<file path="src/rtl/sop_pkg.sv">
package sop_pkg;

    // Position of one rail of one literal for one product term.
    function automatic int rail_idx(input int term, input int lit, input int n_lit, input int compl_rail);
        return term * 2 * n_lit + 2 * lit + compl_rail;
    endfunction

    // Position of a macrocell control bit (0 = select, 1 = enable).
    function automatic int ctrl_idx(input int and_bits, input int out_idx, input int which);
        return and_bits + 2 * out_idx + which;
    endfunction

endpackage

</file>
<file path="src/rtl/sop_and_plane.sv">
module sop_and_plane #(
    parameter int N_LIT  = 6,
    parameter int N_TERM = 8
) (
    input  logic [N_LIT-1:0]          lits,
    input  logic [N_TERM*2*N_LIT-1:0] mask,
    output logic [N_TERM-1:0]         terms
);
    for (genvar t = 0; t < N_TERM; t++) begin : g_term
        always_comb begin
            terms[t] = 1'b1;
            for (int l = 0; l < N_LIT; l++) begin
                if (mask[sop_pkg::rail_idx(t, l, N_LIT, 0)] && !lits[l]) terms[t] = 1'b0;
                if (mask[sop_pkg::rail_idx(t, l, N_LIT, 1)] &&  lits[l]) terms[t] = 1'b0;
            end
        end
    end
endmodule

</file>
<file path="src/rtl/sop_or_group.sv">
module sop_or_group #(
    parameter int N_OUT      = 2,
    parameter int PT_PER_OUT = 4
) (
    input  logic [N_OUT*PT_PER_OUT-1:0] terms,
    output logic [N_OUT-1:0]            or_val
);
    for (genvar o = 0; o < N_OUT; o++) begin : g_sum
        assign or_val[o] = |terms[o*PT_PER_OUT +: PT_PER_OUT];
    end
endmodule

</file>
<file path="src/rtl/sop_macrocell.sv">
module sop_macrocell #(
    parameter int N_OUT = 2
) (
    input  logic [N_OUT-1:0] or_val,
    input  logic [N_OUT-1:0] ff_q,
    input  logic [N_OUT-1:0] sel_reg,
    input  logic [N_OUT-1:0] oe_cfg,
    input  logic             prog_en,
    output logic [N_OUT-1:0] out_data,
    output logic [N_OUT-1:0] out_oe
);
    for (genvar o = 0; o < N_OUT; o++) begin : g_cell
        assign out_data[o] = sel_reg[o] ? ff_q[o] : or_val[o];
        assign out_oe[o]   = oe_cfg[o] & ~prog_en;
    end
endmodule

</file>
<file path="src/rtl/sop_array.sv">
module sop_array #(
    parameter int N_IN       = 4,
    parameter int PT_PER_OUT = 4,
    parameter int N_OUT      = 2
) (
    input  logic             clk,
    input  logic             rst,
    input  logic             prog_en,
    input  logic             cfg_din,
    input  logic [N_IN-1:0]  in_pins,
    output logic [N_OUT-1:0] out_data,
    output logic [N_OUT-1:0] out_oe
);
    localparam int N_LIT    = N_IN + N_OUT;
    localparam int N_TERM   = N_OUT * PT_PER_OUT;
    localparam int AND_BITS = N_TERM * 2 * N_LIT;
    localparam int CFG_W    = AND_BITS + 2 * N_OUT;

    typedef struct packed {
        logic [CFG_W-1:0] cfg;
        logic [N_OUT-1:0] ff;
    } state_t;

    state_t s_d, s_q;

    logic [N_OUT-1:0]  or_val;
    logic [N_TERM-1:0] terms;
    logic [N_LIT-1:0]  lits;
    logic [N_OUT-1:0]  sel_reg;
    logic [N_OUT-1:0]  oe_cfg;
    logic [N_OUT-1:0]  ff_q;
    logic              cfg_top;

    assign ff_q    = s_q.ff;
    assign cfg_top = s_q.cfg[CFG_W-1];

    // Feedback literals come from the flip-flops so the array stays acyclic.
    assign lits = {ff_q, in_pins};

    for (genvar o = 0; o < N_OUT; o++) begin : g_ctrl
        localparam int SEL_BIT = sop_pkg::ctrl_idx(AND_BITS, o, 0);
        localparam int OE_BIT  = sop_pkg::ctrl_idx(AND_BITS, o, 1);
        assign sel_reg[o] = s_q.cfg[SEL_BIT];
        assign oe_cfg[o]  = s_q.cfg[OE_BIT];
    end

    sop_and_plane #(.N_LIT(N_LIT), .N_TERM(N_TERM)) u_and (
        .lits  (lits),
        .mask  (s_q.cfg[AND_BITS-1:0]),
        .terms (terms)
    );

    sop_or_group #(.N_OUT(N_OUT), .PT_PER_OUT(PT_PER_OUT)) u_or (
        .terms  (terms),
        .or_val (or_val)
    );

    sop_macrocell #(.N_OUT(N_OUT)) u_mc (
        .or_val   (or_val),
        .ff_q     (ff_q),
        .sel_reg  (sel_reg),
        .oe_cfg   (oe_cfg),
        .prog_en  (prog_en),
        .out_data (out_data),
        .out_oe   (out_oe)
    );

    always_comb begin
        s_d = s_q;
        if (prog_en) begin
            s_d.cfg = {cfg_din, s_q.cfg[CFG_W-1:1]};
        end
        if (rst) begin
            s_d.ff = '0;
        end else if (!prog_en) begin
            s_d.ff = or_val;
        end
    end

    always_ff @(posedge clk) begin
        s_q <= s_d;
    end

endmodule

</file>
<file path="config.mk">
export PLATFORM = sky130hd
export DESIGN_NAME = sop_array
export DESIGN_NICKNAME = d
export VERILOG_FILES = /design/src/rtl/sop_pkg.sv /design/src/rtl/sop_and_plane.sv /design/src/rtl/sop_or_group.sv /design/src/rtl/sop_macrocell.sv /design/src/rtl/sop_array.sv
export SDC_FILE = /design/constraint.sdc
export NUM_CORES = 1
export LEC_CHECK = 0
export BUFFER_PORTS_ARGS = -buffer_cell sky130_fd_sc_hd__buf_4
export CORE_AREA = 3 3 97 99
export CTS_CLUSTER_DIAMETER = 100
export DETAILED_ROUTE_END_ITERATION = 8
export DIE_AREA = 0 0 100 102
export SYNTH_ARGS = -nofsm -noshare
export SYNTH_HDL_FRONTEND = slang
export SYNTH_SLANG_ARGS = --single-unit
</file>
<file path="constraint.sdc">
create_clock -name clk -period 3.8 [get_ports clk]
set_clock_uncertainty 0.05 [all_clocks]
set_input_delay 0.95 -clock clk [delete_from_list [all_inputs] [get_ports clk]]
set_output_delay 0.95 -clock clk [all_outputs]
set_load 0.05 [all_outputs]
</file>
Word-level counts from Yosys, hierarchy flattened:

Cells that the tools add are included.

* output and inout port bits: 4
* bits in registers: 102
* input bits: 8
* logic and storage cells: 207

* reduce and logical (&&, ||, !) cells: 104
* bitwise operators: 3
* muxes and demuxes: 98

Operator list (count)
* 1-bit 2-to-1 mux: 98
* 1-bit logical AND: 96
* 4-bit OR reduction: 2
* 1-bit zero test: 6
* 1-bit bitwise AND: 2
* 1-bit NOT: 1

Longest topological paths before layout:

Gate-level depths: netlist (run 1).

* depth after elaboration: 16
* depth in mapped cells: 6
* depth with buffers taken out: 5

Cells and area by module:

A second synthesis (run 1) with hierarchy kept.

* cell total of the unflattened synthesis: 198
* area, all modules: 3839.9 µm²

Modules (own cells, without submodules)
* sop_array: instances 1, area each 3070.4 µm², cells an instance 106, sequential area each 3042.9 µm²
* sop_and_plane: instances 1, area each 711.9 µm², cells an instance 86, sequential area each 0.0 µm²
* sop_macrocell: instances 1, area each 42.5 µm², cells an instance 4, sequential area each 0.0 µm²
* sop_or_group: instances 1, area each 15.0 µm², cells an instance 2, sequential area each 0.0 µm²

Worst setup path after synthesis (run 1):

OpenSTA, ideal clock, no wires.

* path type: in2out
* start point: input port in_pins[3]
* end point: output port out_data[0]
* data arrival time: 2358 ps
* required time: 2800 ps
* cell stages on the path: 6
* path buffers: 1
* setup slack: 442 ps
* path through: buf_6 > mux2i_1 > nand2_1 > nor3_2 > nor4_2 > mux2i_1

* cells in the longest elaborated chain, start to end: 10
* elaborated cells on any way between the ends: 35
* those cells by class: mux (25); reduce/logical (10)

RTL lines
* start, declared: line sop_array.sv:10 `input logic [N_IN-1:0] in_pins,`
* 1-bit zero test: line sop_and_plane.sv:13 `if (mask[sop_pkg::rail_idx(t, l, N_LIT, 0)] && !lits[l]) terms[t] = 1'b0;`
* 1-bit logical AND: line sop_and_plane.sv:13
* 1-bit 2-to-1 mux: line sop_and_plane.sv:13
* 1-bit 2-to-1 mux: line sop_and_plane.sv:14 `if (mask[sop_pkg::rail_idx(t, l, N_LIT, 1)] && lits[l]) terms[t] = 1'b0;`
* 1-bit 2-to-1 mux: line sop_and_plane.sv:13
* 1-bit 2-to-1 mux: line sop_and_plane.sv:14
* 1-bit 2-to-1 mux: line sop_and_plane.sv:13
* 1-bit 2-to-1 mux: line sop_and_plane.sv:14
* 4-bit OR reduction *: line sop_or_group.sv:9 `assign or_val[o] = |terms[o*PT_PER_OUT +: PT_PER_OUT];`
* 1-bit 2-to-1 mux *: line sop_macrocell.sv:13 `assign out_data[o] = sel_reg[o] ? ff_q[o] : or_val[o];`
* end, declared: line sop_array.sv:11 `output logic [N_OUT-1:0] out_data,`

Mark *: on every way between the ends. The rest lies on a longest branch, timed or not.

Worst setup path after layout (run 1):

* start point: register s_q (netlist bit ff_q[1])
* end point: output port out_data[0]

* cells in the longest elaborated chain, start to end: 6
* elaborated cells on any way between the ends: 19
* those cells by class: mux (9); reduce/logical (10)

RTL lines
* start, declared: line sop_array.sv:24 `state_t s_d, s_q;`
* start signal, assigned: line sop_array.sv:81 `s_q <= s_d;`
* 1-bit zero test: line sop_and_plane.sv:13
* 1-bit logical AND: line sop_and_plane.sv:13
* 1-bit 2-to-1 mux: line sop_and_plane.sv:13
* 1-bit 2-to-1 mux: line sop_and_plane.sv:14
* 4-bit OR reduction *: line sop_or_group.sv:9
* 1-bit 2-to-1 mux *: line sop_macrocell.sv:13

Marked as above.

==> metrics.txt, run 1 <==
outcome=finished, final reports clean; clk sinks=102; GR Layer Usage met3=5.12%; Setup crit start kind=flop; worst r2r path cells=5; DRC viols=0; final hold violation count=0; FP Rows=34; TritonRoute pass-1 iters=4; Skew-Pair Late Insertion Delay=360 ps; Clock Tree Buf Depth=2; GR Util met2=21.0%; final wirelength=6330 µm; Area growth syn-to-layout=9.65%; Final setup viols=0; RR Endpoint=ff_q[0]$_SDFFE_PP0N_; Placer Congestion=0.730; sequential share of power=61.9%; slowest CP cell=dfxtp_1; sequential-to-total area share from yosys stat=78.8%; H-tree Lvls=3; CTS tree=built; Die Area=10,200 µm²; first-pass GRT wire length=10,000 µm; P_sw=0.000455 W; Cell Pwr Density=513 nW/µm²; DP Area=4030 µm²; DR iter-0 viols=126; WP data arrival=2360 ps; worst slew pin tran=717 ps; P_leak=1.49 nW; drt via density=5.13; via count=1,703; Worst EP required=2800 ps; Hold Path Stages=0; placed wire-length estimate=4020 µm; cells after synthesis=201; Tcrit/Tclk final=88.5%; flops & latches, synth=102; Root Driver=clkbuf_8; maximum clock rate=0.297 GHz; nets=227; Net Sw Frac=20.9%; Worst Setup Path Type=flop to output pin; fraction of layout cells with a size suffix above 1=17.0%; Logic pwr share=5.1%; vias in the first global route=1,822; Starting Density=44.7%; worst r2r src=ff_q[1]$_SDFFE_PP0N_; CTS buffer count=9; max_cap viols=0; aggregate global-route resource usage=13.5%; hold path endpoint=s_q[41]$_DFFE_PP_; Worst VDD drop=0.266 mV; RSZ-0062 raised after global routing=no; dpl cells=316; post-route cell area=4240 µm²; antenna fix cells=0; Clk pwr share=33.0%; die height=102 µm; post-synthesis cell area=3860 µm²; fin. max-slew vios=0; met1 usage=18.3%; clk slew on worst S/H paths=90 ps; I/O Pins=12; Post-Layout Cell Count=332; initial antenna violation count=0; min-delay src=s_q[42]$_DFFE_PP_; HP Class=flop to flop; Reg2Reg Setup Slack=1850 ps; PortBufs=11; Slew HR=52.1%; Yosys cell types=11; die width=100 µm; setup bufs post-CTS=0; max incr delay on CP=790 ps; Syn Area/Cell=19.2 µm²; gr ovfl total=0; largest net degree at the start of global routing=53; YS warnings=0; crit-path max FO=10; cell internal pwr=0.00172 W; routed length per instance=19.1 µm; syn_nets=209; total negative slack=0 ps; Core Box Area=8640 µm²; Worst path most repeated cell=mux2i_1; crit-path cells=mux2i_1 > nand2_1 > nor3_2 > nor4_2 > mux2i_1 > buf_4; Post-DRT Antenna Nets=0; Setup crit end kind=output pin; PostCTS Resize Cnt=0; Final min period=3360 ps; hold buffers post-CTS=0; GRT busiest layer=met2
==> power groups by stage <==
| stage | clock network (W) | registers (W) | logic, W |
|---|---|---|---|
| after floorplan | 0 | 0.00135 | 0.0000775 |
| after CTS | 0.000741 | 0.00135 | 0.000113 |
| after detailed placement | 0 | 0.00137 | 0.000113 |
| final | 0.000718 | 0.00135 | 0.000110 |
| after global routing | 0.000786 | 0.00135 | 0.000122 |
| after global placement | 0 | 0.00137 | 0.000112 |
==> synthesized netlist by cell type <==
| cell | count | area (µm²) |
|---|---|---|
| a211oi_2 | 2 | 25.0 |
| buf_6 | 6 | 67.6 |
| dfxtp_1 | 2 | 40.0 |
| nor3_2 | 8 | 80.1 |
| edfxtp_1 | 100 | 3000 |
| mux2i_1 | 50 | 500 |
| nor4_2 | 2 | 25.0 |
| inv_1 | 3 | 11.3 |
| nor2b_1 | 2 | 12.5 |
| nor2_1 | 2 | 7.51 |
| nand2_1 | 24 | 90.1 |
==> critical path, delay by kind of cell (launching register included) <==
| kind | cells | cell delay (ps) |
|---|---|---|
| flip-flops | 1 | 790 |
| buffers and inverters | 1 | 220 |
| multiplexers | 2 | 300 |
| AND/OR/NAND/NOR | 3 | 680 |
==> cell type report <==
| class | count | area, µm² |
|---|---|---|
| Clock inverter | 4 | 72.6 |
| Clock buffer | 12 | 135 |
| Tap cell | 108 | 135 |
| Timing Repair Buffer | 13 | 97.6 |
| Fill cell | 727 | 4400 |
| Inverter | 3 | 11.3 |
| Multi-Input combinational cell | 90 | 741 |
| Sequential cell | 102 | 3040 |
==> worst max-delay path by stage <==
stage,to,startpoint,cells after the start
CTS,out_data[0],ff_q[1]$_SDFFE_PP0N_,6
floorplan,out_data[0],in_pins[3],6
finish,out_data[0],ff_q[1]$_SDFFE_PP0N_,6
global placement,out_data[0],in_pins[1],7
global route,out_data[0],ff_q[1]$_SDFFE_PP0N_,6
detailed placement,out_data[0],in_pins[0],7
==> layer usage <==
| metal | vias up | share of wire (%) |
|---|---|---|
| li1 | 807 | - |
| met1 | 867 | 49 |
| met2 | 22 | 47 |
| met3 | 7 | 3.2 |
| met4 | 0 | 0.90 |
| met5 | - | 0 |
==> flip-flops by register name, indices dropped and copies added, names as in the netlist <==
name and cells:
s_q 98, ff_q 2, cfg_top 1, oe_cfg 1
==> metrics by stage <==
step | total power [W] | util, % | hold slack (ps) | worst slack, ps
floorplan | 0.00143 | - | 368 | 442
global placement | 0.00148 | 46.6 | 377 | 532
detailed placement | 0.00148 | 46.6 | 381 | 519
CTS | 0.00220 | 49.0 | 403 | 381
global route | 0.00226 | 49.0 | 406 | 223
finish | 0.00217 | 49.0 | 403 | 438
==> placed cells by master (no fill, tap or decap), types with 3 or more instances in the layout <==
master | netlist | final
edfxtp_1 | 100 | 100
mux2i_1 | 50 | 50
nand2_1 | 24 | 24
buf_4 | 0 | 13
clkbuf_8 | 0 | 9
nor3_2 | 8 | 8
inv_1 | 3 | 3
clkbuf_1 | 0 | 3
==> kinds of logic (layout without fill, tap and decap cells) <==
| family | count (synthesis) | in the layout | share of synthesized area (%) |
|---|---|---|---|
| AO/OA/AOI/OAI | 2 | 2 | 0.648 |
| AND/OR/NAND/NOR | 38 | 38 | 5.57 |
| flip-flops | 102 | 102 | 78.8 |
| multiplexers | 50 | 50 | 13.0 |
| buffers and inverters | 9 | 32 | 2.04 |
Power figures use the tool's default switching activity.
==> run 2: changes to the inputs <==
--- a/constraint.sdc
+++ b/constraint.sdc
@@ -4,2 +4,2 @@
 set_output_delay 0.95 -clock clk [all_outputs]
-set_load 0.05 [all_outputs]
+set_load 0.01 [all_outputs]
==> run 2 against run 1 <==
Effect of this change: highest routed layer unchanged; combinational power down 7%; critical endpoint unchanged; setup slack better by 90 ps; routed wire length grew 0.68%; largest cell class unchanged.
==> metrics.txt, run 2 (synthesis gave the netlist of run 1 again) <==
Skew-Pair Late Insertion Delay=350 ps (about the same); Clock Tree Buf Depth=2 (unchanged); Worst VDD drop=0.264 mV (-0.67%); Starting Density=44.7% (unchanged); vias in the first global route=1,795 (-1.5%); DRC viols=0 (unchanged); max incr delay on CP=750 ps (-40 ps); FP Rows=34 (unchanged); Area growth syn-to-layout=9.56% (about the same); fraction of layout cells with a size suffix above 1=16.5% (-0.45 points); CTS tree=built; setup bufs post-CTS=0 (unchanged); worst r2r path cells=5 (unchanged); drt via density=5.11 (-0.47%); TritonRoute pass-1 iters=4 (unchanged); total negative slack=0 ps (unchanged); WP data arrival=2270 ps (-90 ps); Core Box Area=8640 µm² (unchanged); Reg2Reg Setup Slack=1880 ps (+30 ps); HP Class=flop to flop; Worst EP required=2800 ps (about the same); max_cap viols=0 (unchanged); Root Driver=clkbuf_8; maximum clock rate=0.306 GHz (+2.7%); critical path buffer and inverter count=1 (unchanged); FF/Latch Area=3040 µm² (unchanged); Design Power=0.00216 W (-0.88%); antenna fix cells=0 (unchanged); worst hold slack=406 ps (+2.59 ps); hold buffers post-CTS=0 (unchanged); worst slew pin tran=677 ps (-39.6 ps); gr ovfl total=0 (unchanged); RR Endpoint=ff_q[0]$_SDFFE_PP0N_; first-pass GRT wire length=10000 µm (-0.34%); PortBufs=11 (unchanged); Tcrit/Tclk final=86.1% (-2.4 points); largest reg by FF count=s_q; Setup crit start kind=flop; Placer Congestion=0.740 (+1.5%); crit-path max FO=10 (unchanged); fin. max-slew vios=0 (unchanged); leading cell type in the layout, fill and taps excluded=edfxtp_1; Final setup viols=0 (unchanged); Fillers=748 (+2.9%); Worst path most repeated cell=mux2i_1; max FFs per register=98 (unchanged); Setup WS pre-CTS=571 ps (+51.3 ps); Hold Path Stages=0 (unchanged); min-delay src=s_q[32]$_DFFE_PP_; crit-path cells=mux2i_1 > nand2_1 > nor3_2 > nor4_2 > mux2i_1 > buf_4; multi-input logic area=741 µm² (unchanged); Setup crit end kind=output pin; clk sinks=102 (unchanged); post-layout util=49.0% (about the same); final setup margin=528 ps (+89.6 ps); P_leak=1.49 nW (+0.15%); Post-DRT Antenna Nets=0 (unchanged); RSZ-0062 raised after global routing=no; Final min period=3270 ps (-89.6 ps); slowest CP cell=dfxtp_1; worst r2r src=ff_q[1]$_SDFFE_PP0N_; nets=227 (unchanged); die height=102 µm (unchanged); Slew HR=54.8% (+2.6 points); final wirelength=6380 µm (+0.68%); clk slew on worst S/H paths=90 ps (about the same); outcome=finished, final reports clean; CTS buffer count=9 (unchanged); H-tree Lvls=3 (unchanged); Top delay family on crit path=flip-flops; aggregate global-route resource usage=13.4% (-0.12 points); DR iter-0 viols=70 (-44%); I/O Pins=12 (unchanged); via count=1,695 (-0.47%); die width=100 µm (unchanged); initial antenna violation count=0 (unchanged); PostCTS Resize Cnt=0 (unchanged); Cell Pwr Density=509 nW/µm² (-0.80%); routed length per instance=19.2 µm (+0.68%); Die Area=10,200 µm² (unchanged); placed wire-length estimate=3950 µm (-1.8%); most frequent cells in the layout=edfxtp_1 (100), mux2i_1 (50), nand2_1 (24), buf_4 (13), clkbuf_8 (9); largest net degree at the start of global routing=53 (unchanged); hold path endpoint=s_q[31]$_DFFE_PP_; final hold violation count=0 (unchanged); Worst Setup Path Type=flop to output pin
run 2: changes by cell type in the layout (fill, tap and decap cells not counted), sizes merged:
cell      previous run  this run
clkinvlp             1         0
clkbuf              12        10
clkinv               1         4
run 2: stage by stage:
stage,instance area [µm²],cells
2_1_floorplan,3860,201
3_3_place_gp,4030,316
6_report,4230,332
4_1_cts,4230,332
5_1_grt,4230,332
3_5_place_dp,4030,316
run 2: worst reg2reg max path, cell delays in order (launching register included):
cell	delay, ps
dfxtp_1	750
mux2i_1	160
nand2_1	130
nor3_2	60
nor4_2	510
a211oi_2	130
run 2: worst max path at each step:
stage	cells past startpoint	startpoint	end
after floorplan	6	in_pins[3]	out_data[0]
after global placement	7	in_pins[1]	out_data[0]
after detailed placement	7	in_pins[1]	out_data[0]
after CTS	6	ff_q[0]$_SDFFE_PP0N_	out_data[0]
after global routing	6	ff_q[1]$_SDFFE_PP0N_	out_data[0]
final	6	ff_q[1]$_SDFFE_PP0N_	out_data[0]
run 2: layout make-up:
| class | instances | area share, % |
|---|---|---|
| multi-input cells | 90 | 17.5 |
| repair buffers | 13 | 2.31 |
| well taps | 108 | 3.19 |
| clock inverters | 6 | 1.80 |
| inverters | 3 | 0.266 |
| clock buffers | 10 | 3.02 |
| flip-flops and latches | 102 | 71.9 |
run 2: where the power goes:
part	internal, W	leakage, nW	switching [W]
combinational	0.0000418	0.396	0.0000598
sequential	0.00131	0.995	0.0000397
clock	0.000364	0.103	0.000344
run 2: layer usage:
metal | track usage, % | up-vias | part of all wire [%]
met5 | 0 | - | 0
met4 | 3.42 | 0 | 0.63
met3 | 4.78 | 4 | 3.7
met2 | 20.4 | 27 | 47
met1 | 18.4 | 858 | 49
li1 | - | 806 | -
